$ cat src/rtl/strapsel_pkg.sv
package strapsel_pkg;

    typedef enum logic [1:0] {
        ST_POR  = 2'd0,
        ST_TURN = 2'd1,
        ST_RUN  = 2'd2
    } strap_state_e;

    typedef struct packed {
        logic [2:0] fs;
        logic       mode;
        logic       cpu_lv;
        logic       sd_cpu;
    } strap_set_t;

    localparam int N_STRAP_PINS = 6;
    localparam int N_SHARE_PINS = 2;

    localparam strap_set_t STRAP_PULLUP = '{fs: 3'b111, mode: 1'b1, cpu_lv: 1'b1, sd_cpu: 1'b1};

endpackage

$ cat src/rtl/strap_sync.sv
module strap_sync #(
    parameter int   STAGES  = 2,
    parameter logic RST_VAL = 1'b0
) (
    input  logic clk,
    input  logic rst_n,
    input  logic d,
    output logic q
);
    logic [STAGES-1:0] chain;

    generate
        for (genvar g = 0; g < STAGES; g++) begin : g_stage
            if (g == 0) begin : g_first
                always_ff @(posedge clk or negedge rst_n) begin
                    if (!rst_n) chain[0] <= RST_VAL;
                    else        chain[0] <= d;
                end
            end else begin : g_next
                always_ff @(posedge clk or negedge rst_n) begin
                    if (!rst_n) chain[g] <= RST_VAL;
                    else        chain[g] <= chain[g-1];
                end
            end
        end
    endgenerate

    assign q = chain[STAGES-1];
endmodule

$ cat src/rtl/stop_gate.sv
module stop_gate (
    input  logic clk,
    input  logic rst_n,
    input  logic clk_lvl,
    input  logic stop_req,
    output logic run
);
    logic run_q;

    always_ff @(posedge clk or negedge rst_n) begin
        if (!rst_n)        run_q <= 1'b1;
        else if (!clk_lvl) run_q <= !stop_req;
    end

    assign run = run_q;


    run_glitch_chk: assert property (@(posedge clk) disable iff (!rst_n)
        !$stable(run_q) |-> !$past(clk_lvl));
endmodule

$ cat src/rtl/strap_fsm.sv
module strap_fsm
    import strapsel_pkg::*;
#(
    parameter int TURN_CYC = 2
) (
    input  logic         clk,
    input  logic         por_n,
    input  strap_set_t   pad_straps,
    output strap_set_t   straps,
    output strap_state_e state,
    output logic         drivers_on
);
    localparam int CW = $clog2(TURN_CYC + 1);
    localparam logic [CW-1:0] LAST = CW'(TURN_CYC - 1);

    strap_state_e st, st_nx;
    logic [CW-1:0] cnt;
    strap_set_t    strap_q;

    always_comb begin
        st_nx = st;
        unique case (st)
            ST_POR:  st_nx = ST_TURN;
            ST_TURN: if (cnt == LAST) st_nx = ST_RUN;
            ST_RUN:  st_nx = ST_RUN;
            default: st_nx = ST_POR;
        endcase
    end

    always_ff @(posedge clk or negedge por_n) begin
        if (!por_n) st <= ST_POR;
        else        st <= st_nx;
    end

    always_ff @(posedge clk or negedge por_n) begin
        if (!por_n) begin
            cnt     <= '0;
            strap_q <= STRAP_PULLUP;
        end else begin
            unique case (st)
                ST_POR: begin
                    strap_q <= pad_straps;
                    cnt     <= '0;
                end
                ST_TURN: cnt <= cnt + 1'b1;
                ST_RUN:  cnt <= cnt;
                default: cnt <= '0;
            endcase
        end
    end

    assign straps     = strap_q;
    assign state      = st;
    assign drivers_on = (st == ST_RUN);


    strap_hold_chk: assert property (@(posedge clk) disable iff (!por_n)
        (st != ST_POR && $past(st) != ST_POR) |-> $stable(strap_q));


    turn_cnt_chk: assert property (@(posedge clk) disable iff (!por_n)
        (st == ST_TURN) |-> (cnt < CW'(TURN_CYC)));
endmodule

$ cat src/rtl/clk_strap_select.sv
module clk_strap_select
    import strapsel_pkg::*;
#(
    parameter int TURN_CYC    = 2,
    parameter int SYNC_STAGES = 2
) (
    input  logic       clk,
    input  logic       por_n,
    input  logic [2:0] pad_fs,
    input  logic       pad_mode,
    input  logic       pad_cpu_lv,
    input  logic       pad_sd_cpu,
    input  logic       sw_override,
    input  logic [3:0] sw_code,
    input  logic       pad_cpu_stop_n,
    input  logic       pad_pci_stop_n,
    input  logic       cpu_clk_lvl,
    input  logic       pci_clk_lvl,
    output logic [3:0] freq_idx,
    output logic       sdram_from_cpu,
    output logic       cpu_low_volt,
    output logic [5:0] strap_pin_oe,
    output logic [1:0] share_pin_oe,
    output logic       cpu_run,
    output logic       pci_run
);
    strap_set_t   pad_straps;
    strap_set_t   straps;
    strap_state_e state;
    logic         drivers_on;

    assign pad_straps = '{fs: pad_fs, mode: pad_mode, cpu_lv: pad_cpu_lv, sd_cpu: pad_sd_cpu};

    strap_fsm #(.TURN_CYC(TURN_CYC)) u_fsm (
        .clk        (clk),
        .por_n      (por_n),
        .pad_straps (pad_straps),
        .straps     (straps),
        .state      (state),
        .drivers_on (drivers_on)
    );

    // Frequency index merge
    always_comb begin
        if (sw_override) freq_idx = sw_code;
        else             freq_idx = {1'b0, straps.fs};
    end

    assign sdram_from_cpu = straps.sd_cpu;
    assign cpu_low_volt   = straps.cpu_lv;
    assign strap_pin_oe   = {N_STRAP_PINS{drivers_on}};
    assign share_pin_oe   = {N_SHARE_PINS{drivers_on & straps.mode}};

    // Stop channels: index 0 = PCI, 1 = CPU
    logic [1:0] stop_pin_n;
    logic [1:0] lvl;
    logic [1:0] stop_sync;
    logic [1:0] run_vec;
    logic       stops_live;

    assign stop_pin_n = {pad_cpu_stop_n, pad_pci_stop_n};
    assign lvl        = {cpu_clk_lvl, pci_clk_lvl};
    assign stops_live = drivers_on & ~straps.mode;

    generate
        for (genvar c = 0; c < 2; c++) begin : g_chan
            strap_sync #(.STAGES(SYNC_STAGES), .RST_VAL(1'b0)) u_sync (
                .clk   (clk),
                .rst_n (por_n),
                .d     (~stop_pin_n[c]),
                .q     (stop_sync[c])
            );
            stop_gate u_gate (
                .clk      (clk),
                .rst_n    (por_n),
                .clk_lvl  (lvl[c]),
                .stop_req (stop_sync[c] & stops_live),
                .run      (run_vec[c])
            );
        end
    endgenerate

    assign pci_run = run_vec[0];
    assign cpu_run = run_vec[1];


    mode1_run_chk: assert property (@(posedge clk) disable iff (!por_n)
        (drivers_on && straps.mode) |-> (&run_vec));
endmodule

$ cat config.mk
export PLATFORM = sky130hd
export DESIGN_NAME = clk_strap_select
export DESIGN_NICKNAME = d
export VERILOG_FILES = /design/src/rtl/strapsel_pkg.sv /design/src/rtl/strap_sync.sv /design/src/rtl/stop_gate.sv /design/src/rtl/strap_fsm.sv /design/src/rtl/clk_strap_select.sv
export SDC_FILE = /design/constraint.sdc
export NUM_CORES = 1
export LEC_CHECK = 0
export BUFFER_PORTS_ARGS = -buffer_cell sky130_fd_sc_hd__buf_2
export CORE_UTILIZATION = 46
export CTS_CLUSTER_SIZE = 25
export DETAILED_ROUTE_END_ITERATION = 8
export HOLD_SLACK_MARGIN = 0.02
export PLACE_DENSITY = 0.8
export SYNTH_ARGS = -nofsm -noshare
export SYNTH_HDL_FRONTEND = slang
export SYNTH_SLANG_ARGS = --single-unit
$ cat constraint.sdc
create_clock -name clk -period 1.62 [get_ports clk]
set_clock_uncertainty 0.1 [all_clocks]
set_input_delay 0.162 -clock clk [delete_from_list [all_inputs] [get_ports clk]]
set_output_delay 0.162 -clock clk [all_outputs]
set_load 0.03 [all_outputs]
# ---- Yosys cells after proc, flatten, opt, wreduce, memory -nomap -nowiden
# Index checks and enable logic that the tools add are counted.
dict set report word_totals {
  inputBits 17
  output_inout_bits 16
  elab_cells 31
  ff_bits 16
}
dict set report classes {
  n_eq_ne 4
  reduce_logical 3
  muxes 4
  bitwise_logic 7
  add_sub_neg 1
}
# operator n
set ops {}
lappend ops {{$pmux W2 S3} 1}
lappend ops {{$and A1 B1 Y1} 4}
lappend ops {{$eq A2 B1 Y1 const B} 2}
lappend ops {{$mux W4} 1}
lappend ops {{$pmux W2 S2} 1}
lappend ops {{$not A1 Y1} 3}
lappend ops {{$add A2 B1 Y2 const B} 1}
lappend ops {{$eq A2 B2 Y1 const B} 1}
lappend ops {{$logic_not A1 Y1} 2}
lappend ops {{$logic_not A2 Y1} 1}
lappend ops {{$mux W2} 1}
lappend ops {{$ne A2 B1 Y1 const B} 1}

# ---- Depth between registers and ports, before layout
dict set report logic_depth {
  depth_word 4
  ltp_mapped 4
  depth_no_buf 4
}

# ---- Hierarchy
# Synthesis repeated with hierarchy kept, for this count alone.
dict set report unflattened {
  hier_cells 61
  hier_area_um2 783.3
}
# module instances cells_per_inst area_per_inst_um2 seq_area_each_um2
set by_module_without_submodules {}
lappend by_module_without_submodules {strap_fsm 1 35 489.2 257.7}
lappend by_module_without_submodules {clk_strap_select 1 16 123.9 0.0}
lappend by_module_without_submodules {strap_sync 2 2 50.0 50.0}
lappend by_module_without_submodules {stop_gate 2 3 35.0 26.3}

# ---- Worst setup path before layout
# Ideal clock, no wire load.
dict set report synth_timing {
  path_type {reg2out}
  startpoint {reg u_fsm.st[0], in the netlist u_fsm.state[0]}
  endpoint {out share_pin_oe[1]}
  path_buffers 1
  arrival_ps 1352
  slack_ps 6
  path_stages_with_launch 5
  t_required_ps 1358
  cell_sequence {dfrtp_1 inv_1 ha_1 and2_1 buf_4}
}
dict set report synth_between {
  elab_chain_cells 2
}
# element line
set synth_rtl {}
lappend synth_rtl {{start, declared} strap_fsm.sv:16} ;# strap_state_e st, st_nx;
lappend synth_rtl {{start signal, assigned} strap_fsm.sv:32} ;# else st <= st_nx;
lappend synth_rtl {{$eq A2 B2 Y1} strap_fsm.sv:54} ;# assign drivers_on = (st == ST_RUN);
lappend synth_rtl {{via drivers_on} clk_strap_select.sv:30} ;# logic drivers_on;
lappend synth_rtl {{$and A1 B1 Y1} clk_strap_select.sv:52} ;# assign share_pin_oe = {N_SHARE_PINS{drivers_on & straps.mode}};
lappend synth_rtl {{end, declared} clk_strap_select.sv:23} ;# output logic [1:0] share_pin_oe,
# The timed path passes the listed nets, and every way through them passes these cells.

# ---- Final worst setup path
dict set report layout_timing {
  startpoint {reg u_fsm.st[0], in the netlist u_fsm.state[0]}
  endpoint {out strap_pin_oe[3]}
}
dict set report layout_between {
  elab_chain_cells 1
}
# element line
set layout_rtl {}
lappend layout_rtl {{$eq A2 B2 Y1} strap_fsm.sv:54}
lappend layout_rtl {{end, declared} clk_strap_select.sv:22} ;# output logic [5:0] strap_pin_oe,
# No other way between the ends.

==> impl_results.html <==
<table>
<tr><th>Metric</th><th>Value</th></tr>
<tr><th colspan="2">STA</th></tr>
<tr><td>Max Clock Freq</td><td>653 MHz</td></tr>
<tr><td>Number of slew-limit violations in the final report</td><td>0</td></tr>
<tr><td>Headroom to the max-slew limit</td><td>74.0%</td></tr>
<tr><td>Final total negative setup slack</td><td>0 ps</td></tr>
<tr><td>Count of final hold-check violations</td><td>0</td></tr>
<tr><td>Time the final worst path needs with I/O delays and setup</td><td>1530 ps</td></tr>
<tr><td>Post-route fraction of the period consumed by the critical path</td><td>94.5%</td></tr>
<tr><td>Unrepaired setup endpoints after global routing</td><td>no</td></tr>
<tr><td>Worst slew pin tran</td><td>390 ps</td></tr>
<tr><td>Final number of setup-violating endpoints</td><td>0</td></tr>
<tr><th colspan="2">Cells and area</th></tr>
<tr><td>Area overhead of the layout relative to synthesis</td><td>39.7%</td></tr>
<tr><td># fillers</td><td>105</td></tr>
<tr><td>Area occupied by multi-input gates</td><td>312 sq um</td></tr>
<tr><td>Final Non-Filler Cells</td><td>115</td></tr>
<tr><td>Total area of sequential cells</td><td>410 sq um</td></tr>
<tr><td>Ant. Diodes</td><td>0</td></tr>
<tr><td>Share of cells above drive strength 1</td><td>60.6%</td></tr>
<tr><td>Post-layout nets</td><td>122</td></tr>
<tr><th colspan="2">Setup path</th></tr>
<tr><td>Setup slack on the worst flop-to-flop path</td><td>120 ps</td></tr>
<tr><td>Worst Path Max Fanout</td><td>10</td></tr>
<tr><td>Worst setup path end</td><td>strap_pin_oe[3]</td></tr>
<tr><td>Chain of cells forming the critical path</td><td>inv_2 &gt; ha_4 &gt; buf_6 &gt; buf_4</td></tr>
<tr><td>Crit path DAT</td><td>1270 ps</td></tr>
<tr><td>Req. time, crit path</td><td>1360 ps</td></tr>
<tr><td>Reg-to-Reg Start</td><td>u_fsm.state[1]</td></tr>
<tr><td>Depth of the worst register-to-register path</td><td>3</td></tr>
<tr><td>Biggest cell delay along the critical path</td><td>420 ps</td></tr>
<tr><td>Nature of the critical path startpoint</td><td>register</td></tr>
<tr><td>Cell type of the slowest stage on the worst timing path</td><td>dfrtp_1</td></tr>
<tr><td>Reg2Reg Capture Point</td><td>u_fsm.straps[4]</td></tr>
<tr><td>Crit Path Class</td><td>register to primary output</td></tr>
<tr><td>Kind of end point of the critical path</td><td>primary output</td></tr>
<tr><td>Launching instance or port of the critical path</td><td>u_fsm.state[0]</td></tr>
<tr><th colspan="2">Yosys</th></tr>
<tr><td>Post-synth net total</td><td>81</td></tr>
<tr><td>Cell variety after synth</td><td>15</td></tr>
<tr><td>Synthesis-stage register bit count</td><td>16</td></tr>
<tr><td>Synth top area cells</td><td>dfstp_2, dfrtp_1, mux2_4</td></tr>
<tr><td>Async SR Flop Fraction</td><td>100%</td></tr>
<tr><td>Top flip-flop cell by instance count after synthesis</td><td>dfstp_2</td></tr>
<tr><td>Number of synthesized flops with an enable pin</td><td>0</td></tr>
<tr><td>Post-synthesis simple-gate area fraction</td><td>7.54%</td></tr>
<tr><td>Xor/xnor cell area share of the yosys netlist</td><td>0%</td></tr>
<tr><td>Combinational family with the most area after synthesis</td><td>multiplexers</td></tr>
<tr><td>Post-Synthesis Cells</td><td>59</td></tr>
<tr><td>Average cell area after synthesis</td><td>13.5 sq um</td></tr>
<tr><td>Cell area after technology mapping</td><td>797 sq um</td></tr>
<tr><td>Leading cell types by count after synthesis</td><td>dfrtp_1, dfstp_2, mux2_4, buf_4, inv_1</td></tr>
<tr><td>Mux contribution to synthesized area</td><td>19.3%</td></tr>
<tr><td>Area share of the largest cell type after synthesis</td><td>26.4%</td></tr>
<tr><td>Share of the yosys chip area belonging to registers</td><td>51.5%</td></tr>
<tr><td>Number of warning messages in the yosys log</td><td>0</td></tr>
<tr><td>Area share of fa/ha/maj cells after synthesis</td><td>7.85%</td></tr>
<tr><td>Synth Area in Compound Gates</td><td>2.51%</td></tr>
<tr><td>Top cell type by total area after synthesis</td><td>dfstp_2</td></tr>
<tr><th colspan="2">Status</th></tr>
<tr><td>Violations in the final reports</td><td>design-rule violations</td></tr>
<tr><td>Result of the run</td><td>complete, but fails checks</td></tr>
<tr><th colspan="2">Power and ir drop</th></tr>
<tr><td>Leakage power summed over all cells</td><td>0.575 nW</td></tr>
<tr><td>Maximum ir drop on the vdd rail</td><td>567 uV</td></tr>
<tr><td>P per Cell Area</td><td>741 mW/mm^2</td></tr>
<tr><td>Overall power</td><td>0.000825 W</td></tr>
<tr><th colspan="2">Global routing</th></tr>
<tr><td>Maximum number of pins on one net before global-route repair</td><td>17</td></tr>
<tr><td>Number of antenna violations at the first check in global routing</td><td>0</td></tr>
<tr><td>Number of global-route vias before repair</td><td>545</td></tr>
<tr><td>All-Layer GR Usage</td><td>18.5%</td></tr>
<tr><td>Remaining global-route overflow</td><td>0</td></tr>
<tr><td>Global-route wire length before repair</td><td>2.39 mm</td></tr>
<tr><th colspan="2">Job</th></tr>
<tr><td>Max-cap check violation count</td><td>0</td></tr>
<tr><th colspan="2">Die</th></tr>
<tr><td>Starting utilization of the core area</td><td>51.1%</td></tr>
<tr><td>Vertical die dimension</td><td>43.6 um</td></tr>
<tr><td>Total die area</td><td>0.00190 sq mm</td></tr>
<tr><td>Die W</td><td>43.6 um</td></tr>
<tr><td>Standard-cell row count</td><td>14</td></tr>
<tr><td>Area of the core</td><td>0.00156 sq mm</td></tr>
<tr><td>Number of top-level pins</td><td>33</td></tr>
<tr><th colspan="2">Drt</th></tr>
<tr><td>Post-detailed-route count of antenna-violating nets</td><td>0</td></tr>
<tr><td>Post-route DRC violation count</td><td>2</td></tr>
<tr><td>Via total after detailed routing</td><td>534</td></tr>
<tr><td>Average via count per standard cell</td><td>4.64</td></tr>
<tr><td>DRT Pass-1 Iters</td><td>6</td></tr>
<tr><td>WL per Instance</td><td>14.0 um</td></tr>
<tr><td>Detailed router's first-iteration violation count</td><td>11</td></tr>
<tr><td>Final WL</td><td>1.61 mm</td></tr>
<tr><th colspan="2">CTS</th></tr>
<tr><td>Clock transition at the register clock pins on the worst setup and hold paths after CTS</td><td>90 ps</td></tr>
<tr><td>Clock sinks</td><td>16</td></tr>
<tr><td>Number of buffers added by the clock tree synthesis step</td><td>3</td></tr>
<tr><td>Clock tree root buffer cell</td><td>clkbuf_4</td></tr>
<tr><td>TritonCTS clock tree</td><td>built</td></tr>
<tr><td>Skew-Pair Late Insertion Delay</td><td>290 ps</td></tr>
<tr><td># H-tree levels</td><td>1</td></tr>
<tr><td>Deepest clock path buffer count</td><td>2</td></tr>
<tr><th colspan="2">Place</th></tr>
<tr><td>Post-DP HPWL</td><td>1.08 mm</td></tr>
<tr><td>Count of input and output buffers</td><td>32</td></tr>
<tr><td>Placed cells</td><td>100</td></tr>
<tr><td>Routability Congestion</td><td>0.717</td></tr>
<tr><th colspan="2">Hold path</th></tr>
<tr><td>Hold Crit Class</td><td>primary input to async pin</td></tr>
</table>
sequential cells by signal (all words and copies together) (netlist names):
signal / flops
u_fsm.state: 2
g_chan.u_sync.q: 2
u_fsm.cnt: 2
g_chan.u_sync.chain: 2
g_chan.u_gate.run: 2
u_fsm.straps: 6
metrics by stage:
stage	instance area (sq um)	hold slack, ps	setup slack (ps)	util [%]
after floorplan	797	-234	5.97	-
after global placement	921	-15.5	261	59.1
after detailed placement	921	-17.0	168	59.1
after CTS	1070	206	-31.6	68.9
after global routing	1110	226	6.04	71.4
final	1110	194	89.4	71.4
worst min-delay path by stage:
stage | startpoint | end | slack (ps) | cells past startpoint
after detailed placement | por_n | u_fsm.cnt[1] | -20 | 1
final | por_n | u_fsm.cnt[1] | 190 | 2
after CTS | por_n | u_fsm.cnt[1] | 210 | 2
after global routing | por_n | g_chan[0].u_sync.q | 230 | 2
after global placement | por_n | u_fsm.cnt[0] | -20 | 1
after floorplan | por_n | g_chan[0].u_sync.chain[0] | -230 | 0
routing by layer:
layer | routed length [um] | global-route usage (%) | up-vias
met1 | 641 | 19.8 | 248
met3 | 41 | 4.17 | 7
met4 | 72 | 15.0 | 0
met5 | 0 | 0 | -
li1 | - | - | 264
met2 | 856 | 30.7 | 15
kinds of logic (layout without fill, tap and decap cells):
family / Yosys count / count (layout)
DFF: 16 / 16
adders and majority gates: 5 / 5
and+or+nand+nor: 8 / 8
AOI/OAI and AO/OA: 4 / 4
buffers and inverters: 15 / 55
muxes: 11 / 11
worst max-delay path, delay by kind of cell, from the launching register on:
kind / cells / cell delay (ps)
adder cells (fa/ha/maj): 1 / 160
flip-flops: 1 / 420
buffers and inverters: 3 / 400
where the power goes:
part	internal [W]	leakage [nW]	switching (W)
logic	0.0000655	0.377	0.0000660
registers	0.000425	0.176	0.00000888
clock network	0.000137	0.0210	0.000123
layout by cell type (no fill, tap or decap), drive strengths merged:
| master | netlist | layout |
|---|---|---|
| dfstp | 8 | 8 |
| dlygate4sd3 | 0 | 11 |
| nor4bb | 2 | 2 |
| ha | 5 | 5 |
| dfrtp | 8 | 8 |
| nand2b | 2 | 2 |
| nand2 | 2 | 2 |
| and2 | 2 | 2 |
| buf | 8 | 33 |
| a21oi | 2 | 2 |
| mux2 | 11 | 11 |
| o21ai | 2 | 2 |
| inv | 7 | 7 |
| clkbuf | 0 | 4 |
area by class of cell:
cell class                 count  area share, %
sequential                    16           36.9
multi-input combinational     28           28.0
timing repair buffer          44           27.8
clock buffer                   4           3.26
inverter                       7           2.36
tap                           16           1.80
timing repair:
item | 4_1_cts | 5_1_grt
gates resized for setup | 3 | 17
hold buffers | 11 | 0
buffers inserted | 0 | 0
setup endpoints to repair | 8 | 8
hold endpoints to repair | 26 | 0
Note: power is estimated with default switching activity, not from simulation.
